--- config.mk ---
export PLATFORM = sky130hd
export DESIGN_NAME = alt_kick_watchdog
export DESIGN_NICKNAME = d
export VERILOG_FILES = /design/src/rtl/alt_kick_watchdog.sv
export SDC_FILE = /design/constraint.sdc
export NUM_CORES = 1
export LEC_CHECK = 0
export CORE_MARGIN = 4
export CORE_UTILIZATION = 65
export DETAILED_ROUTE_END_ITERATION = 10
export DONT_BUFFER_PORTS = 1
export GPL_TIMING_DRIVEN = 0
export PLACE_DENSITY_LB_ADDON = 0.15
export SLEW_MARGIN = 30
export SYNTH_ARGS = -nofsm -noshare
export SYNTH_HDL_FRONTEND = slang
export SYNTH_SLANG_ARGS = --single-unit
--- constraint.sdc ---
create_clock -name clk -period 5.91 [get_ports clk]
set_input_delay 0.8865 -clock clk [delete_from_list [all_inputs] [get_ports clk]]
set_output_delay 0.8865 -clock clk [all_outputs]
set_load 0.01 [all_outputs]
--- src/rtl/alt_kick_watchdog.sv ---
module alt_kick_watchdog #(
  parameter int CNT_W       = 12,
  parameter int HIGH_MARK   = 2000,
  parameter int LOW_MARK    = 64,
  parameter int STEP        = 1,
  parameter int SYNC_STAGES = 2
) (
  input  logic clk,
  input  logic rst_n,
  input  logic wdt_en,
  input  logic inhibit,
  input  logic kick_a,
  input  logic kick_b,
  output logic timeout
);

  localparam logic [CNT_W-1:0] HI_C   = CNT_W'(HIGH_MARK);
  localparam logic [CNT_W-1:0] LO_C   = CNT_W'(LOW_MARK);
  localparam logic [CNT_W-1:0] STEP_C = CNT_W'(STEP);
  localparam logic [CNT_W-1:0] TURN_C = CNT_W'(HIGH_MARK - STEP);
  localparam logic [CNT_W-1:0] END_C  = CNT_W'(LOW_MARK + STEP);

  typedef enum logic [1:0] {S_IDLE, S_UP, S_DOWN, S_DONE} wd_state_e;

  wd_state_e             state;
  logic [CNT_W-1:0]      cnt;
  logic                  armed;
  logic [SYNC_STAGES-1:0] sync_a, sync_b;
  logic                  last_a, last_b;
  logic                  edge_a, edge_b, pair_done, ramp_down;

  always_ff @(posedge clk or negedge rst_n) begin
    if (!rst_n) begin
      sync_a <= '0;
      sync_b <= '0;
      last_a <= 1'b0;
      last_b <= 1'b0;
    end else begin
      sync_a <= {sync_a[SYNC_STAGES-2:0], kick_a};
      sync_b <= {sync_b[SYNC_STAGES-2:0], kick_b};
      last_a <= sync_a[SYNC_STAGES-1];
      last_b <= sync_b[SYNC_STAGES-1];
    end
  end

  assign edge_a    = sync_a[SYNC_STAGES-1] & ~last_a;
  assign edge_b    = sync_b[SYNC_STAGES-1] & ~last_b;
  assign pair_done = edge_b & armed;
  assign ramp_down = (state == S_DOWN);

  always_ff @(posedge clk or negedge rst_n) begin
    if (!rst_n) begin
      state   <= S_IDLE;
      cnt     <= LO_C;
      armed   <= 1'b0;
      timeout <= 1'b0;
    end else begin
      timeout <= 1'b0;
      if (!wdt_en) begin
        state <= S_IDLE;
        cnt   <= LO_C;
        armed <= 1'b0;
      end else begin
        case (state)
          S_IDLE: begin
            state <= S_UP;
            cnt   <= LO_C;
            armed <= 1'b0;
          end
          S_UP: begin
            if (inhibit) begin
              cnt   <= LO_C;
              armed <= 1'b0;
            end else if (cnt >= TURN_C) begin
              cnt   <= HI_C;
              state <= S_DOWN;
            end else begin
              cnt <= cnt + STEP_C;
            end
          end
          S_DOWN: begin
            if (inhibit) begin
              state <= S_UP;
              cnt   <= LO_C;
              armed <= 1'b0;
            end else if (pair_done) begin
              state <= S_UP;
              armed <= 1'b0;
            end else begin
              armed <= armed | edge_a;
              if (cnt <= END_C) begin
                cnt     <= LO_C;
                state   <= S_DONE;
                timeout <= 1'b1;
              end else begin
                cnt <= cnt - STEP_C;
              end
            end
          end
          default: ;
        endcase
      end
    end
  end

endmodule

# Yosys cells after proc, flatten, opt, wreduce, memory -nomap -nowiden
# Cells that the tools add are included.
word_totals:
  inputBits: 6
  wordCells: 54
  output_inout_bits: 1
  reg_bits: 22
classes:
  n_bitwise: 6
  magnitude_cmp: 2
  n_addsub: 2
  reduce_logical: 4
  mux: 24
  eq_ne: 8
op_table:
  columns: ["operator", "n"]
  rows:
  - ["two-way mux 12 bit", 6]
  - ["case mux 12 bit (3 select lines)", 1]
  - ["adder 12 x 1 -> 12 bit, second input constant", 1]
  - [">= comparator 12 x 11 -> 1 bit, second input constant", 1]
  - ["<= comparator 12 x 7 -> 1 bit, second input constant", 1]
  - ["two-way mux 2 bit", 6]
  - ["subtractor 12 x 1 -> 12 bit, second input constant", 1]
  - ["two-way mux 1 bit", 9]
  - ["inequality test 3 bit, second input constant", 3]
  - ["case mux 2 bit (3 select lines)", 1]
  - ["inequality test 5 x 4 -> 1 bit, second input constant", 1]
  - ["inequality test 4 x 1 -> 1 bit, second input constant", 1]
  - ["inequality test 4 bit, second input constant", 1]
  - ["AND reduction 2 bit", 2]
  - ["AND reduction 4 bit", 1]
  - ["AND 1 bit", 3]
  - ["case mux 1 bit (3 select lines)", 1]
  - ["equality test 2 x 1 -> 1 bit, second input constant", 1]
  - ["equality test 2 bit, second input constant", 1]
  - ["zero test 2 bit", 1]
  - ["NOT 1 bit", 2]
  - ["bitwise OR 1 bit", 1]

# Logic depth before layout (Yosys ltp)
logic_depth:
  depth_word: 7
  mapped_depth: 8
  depth_no_buf: 7

# Worst setup path after synthesis
# No wires, ideal clock.
synth_path:
  path_kind: "input to register"
  start: "input port inhibit"
  end: "register cnt[2]"
  setup_ns: 0.087
  setup_slack_ns: 3.436
  path_buffers: 1
  cell_stages: 6
  t_required_ns: 5.823
  arrival_ns: 2.387
  cell_sequence: "buf_4 and3b_4 a2111oi_4 o211ai_4 o221a_2 a22oi_1"
synth_via:
  elab_chain_cells: 3
  word_cells_on_any_way: 6
  cone_classes: "eq/ne (1); mux (4); reduce/logical (1)"
synth_lines:
  columns: ["item", "line_no", "source"]
  rows:
  - ["from (decl)", "11", "input logic inhibit,"]
  - ["two-way mux 12 bit (on tied branches)", "82, 71", null]
  - ["case mux 12 bit (3 select lines)", "64", "case (state)"]
  - ["two-way mux 12 bit", "59", "if (!wdt_en) begin"]
  - ["to (signal assigned)", "78", "cnt <= cnt + STEP_C;"]
  - ["to (signal assigned)", "96", "cnt <= cnt - STEP_C;"]
  - ["to (decl)", "26", "logic [CNT_W-1:0] cnt;"]
# Several ways; a longest one is shown, not always the timed one.
# A chain may end at the register's enable or synchronous reset.

# Worst setup path in the final report
layout_path:
  start: "register cnt[0]"
  end: "register cnt[2]"
layout_via:
  elab_chain_cells: 6
  word_cells_on_any_way: 11
  cone_classes: "add/sub (2); order compare (2); mux (7)"
layout_lines:
  columns: ["item", "line_no", "source"]
  rows:
  - ["subtractor 12 x 1 -> 12 bit / <= comparator 12 x 7 -> 1 bit (equally long branches)", "96, 91", null]
  - ["two-way mux 12 bit", "91", "if (cnt <= END_C) begin"]
  - ["two-way mux 12 bit", "86", "end else if (pair_done) begin"]
  - ["two-way mux 12 bit", "82", "if (inhibit) begin"]
  - ["case mux 12 bit (3 select lines) *", "64", null]
  - ["two-way mux 12 bit *", "59", null]
# Mark *: on every way between the ends. The rest lies on a longest branch, timed or not. The select of a mux whose other input is x is not followed.

==> flow_summary.yaml <==
outcome:
  outcome: "finished, final reports clean"
place:
  port_buffers: 0
  place_hpwl_um: 2870
  gp_congestion: 0.867
floorplan:
  dieHeight_um: 58.7
  num_rows: 18
  core_area_um2: 2450
  design.die.area_um2: 3440
  num_io_pins: 7
  die_w_um: 58.7
  start_util: 0.680
global_routing:
  grt_max_degree: 23
  grt_pass1_wl_um: 6460
  grt-ovfl-total: 0
  antenna_found_initial: 0
  first_global_vias: 1361
  grt_util_all_layers: 0.250
power:
  power_density_nw_per_um2: 207
  vdd_drop_max_uv: 208
  p_total_w: 0.000364
  p_switching_w: 0.000105
  internal_power_w: 0.000259
  sw_frac_of_total: 0.289
  pwr-share-comb: 0.229
  clkPwrFrac: 0.326
  leakage_nw: 0.729
  seq_power_share: 0.444
cells_and_area:
  layout.cells.most_common: "dfrtp_1"
  syn_to_final_growth_pct: 5.39
  fin_nets: 195
  n_antenna_cell: 0
  most-common-layout-cells: "21 x dfrtp_1, 17 x nor2_1, 13 x nand2_1, 11 x inv_1, 8 x a21oi_1"
  drive_gt1_frac: 0.176
timing:
  finalCritPeriodShare: 0.434
  worst_pin_slew_ns: 0.771
  hold_violations: 0
  finClkSkew_ns: 0.00368
  max_freq_ghz: 0.390
  maxSlewViolCount: 0
  period_minus_slack_ns: 2.57
  max_slew_margin: 0.486
  tns_ns: 0
  setup_viol: 0
  rsz0062_at_grt: "no"
clock_network:
  cts.sinks: 22
  worstSkewPairLatency_ns: 0.32
  cts_resized: 0
  cts_buffer_depth: 2
  cts_setup_buffers: 0
  root_buffer: "clkbuf_4"
  path_clk_slew_ns: 0.13
  h-tree-depth: 1
  cts_tree: "yes"
  cts_hold_buffers: 0
  cts_buffers: 3
worst_setup_path:
  arrival_ns: 2.82
  crit_required_ns: 6.16
  crit_type: "register to register"
  critPathSlowestCell: "a311oi_2"
  worstSetupStartpointType: "register"
  critPathCaptureType: "register"
  path_cells: "ha_1 -> a311o_1 -> a311oi_2 -> nand2_1 -> o221a_2 -> a22oi_1"
  cpPeakStageDelay_ns: 0.71
  reg2reg_slack_ns: 3.34
  cp_max_fo: 10
routing:
  firstDrtPassIters: 4
  routedWlPerCell_um: 18.5
  num_vias: 1475
  drt-vias-per-instance: 6.96
  drtIter0Drc: 80
  routed_wl_um: 3910
  route.detailed.drc: 0
  ant_nets: 0
logic_synthesis:
  syn_inst: 178
  synth_seq_area_share: 0.330
  synth_top_flop_cell: "dfrtp_1"
  synth_top_area_cell: "dfrtp_1"
  async_flop_share: 1.00
  synth_area_um2: 1670
  synth_cell_types: 62
  yosysTopAreaCellShare: 0.315
  synth_area_leaders: "dfrtp_1 31%, ha_1 4.5%, nor2_1 3.8%"
  synth_area_per_cell_um2: 9.38
  yosysWarnings: 0
  synth_edf_count: 0
  synth-seq-cells: 22
  synthesis.nets: 190
run:
  cap_violations: 0
min_path:
  hold_path.class: "input pin to async pin"
path summary, 6_finish.rpt:
path                                     start             endpoint  depth (start not counted)
hold reg to reg            sync_b[0]$_DFF_PN0_  sync_b[1]$_DFF_PN0_                          0
hold / removal                           rst_n   cnt[2]$_DFFE_PN0P_                          0
max in group asynchronous                rst_n   cnt[6]$_DFFE_PN1P_                          0
min in group clk           sync_b[0]$_DFF_PN0_  sync_b[1]$_DFF_PN0_                          0
setup / recovery            cnt[0]$_DFFE_PN0P_   cnt[2]$_DFFE_PN0P_                          6
setup reg to reg            cnt[0]$_DFFE_PN0P_   cnt[2]$_DFFE_PN0P_                          6
power by group through the flow:
stage	Sequential [W]	Combinational, W	Clock (W)
floorplan	0.000163	0.0000659	0
global placement	0.000164	0.0000796	0
detailed placement	0.000164	0.0000821	0
CTS	0.000161	0.0000823	0.000121
global route	0.000162	0.0000912	0.000125
finish	0.000161	0.0000834	0.000119
critical path: cells and delay by family (launching register included):
family          cells  cell delay (ns)
compound gates      4             1.56
flops               1             0.47
simple gates        1             0.16
fa+ha+maj           1             0.28
flip-flops by register name, summed over array words and instances (netlist names):
name / cells
cnt: 12
state: 2
last_a: 1
sync_b: 2
armed: 1
sync_a: 2
timeout: 1
last_b: 1
cell type report:
class	instances	area (um2)
Clock inverter	1	30.0
Inverter	11	41.3
Fill cell	176	694
Clock buffer	3	22.5
Buffer	9	90.1
Tap cell	30	37.5
Sequential cell	22	552
Multi-Input combinational cell	136	987
per-layer routing:
layer | vias to the layer above | track usage | share of wire
met5 | - | 0 | 0
met4 | 0 | 0.0939 | 0.017
met3 | 8 | 0.0395 | 0.076
met2 | 73 | 0.413 | 0.48
met1 | 701 | 0.332 | 0.43
li1 | 693 | - | -
metrics by stage:
step	util	area (um2)	std cells	worst slack (ns)	hold WS, ns
floorplan	-	1670	178	3.44	0.331
global placement	0.696	1710	208	3.20	0.345
detailed placement	0.696	1710	208	3.17	0.336
CTS	0.717	1760	212	3.40	0.224
global route	0.717	1760	212	3.26	0.215
finish	0.717	1760	212	3.34	0.232
synthesized netlist by cell type (4+ instances only):
cell	count
a21oi_1	8
a31oi_1	7
clkbuf_8	4
dfrtp_1	21
ha_1	6
inv_1	11
nand2_1	13
nor2_1	17
nor3_1	6
nor3b_1	4
o21ai_0	6
logic make-up (layout without fill, tap and decap cells):
family	Yosys count	after routing	share of synthesized area
adder cells (fa/ha/maj)	6	6	0.0449
multiplexers	1	1	0.00599
AO/OA/AOI/OAI	58	58	0.289
XOR/XNOR	3	3	0.0157
buffers and inverters	20	24	0.0786
flip-flops	22	22	0.330
AND/OR/NAND/NOR	68	68	0.235
(Power assumes the default switching activity.)
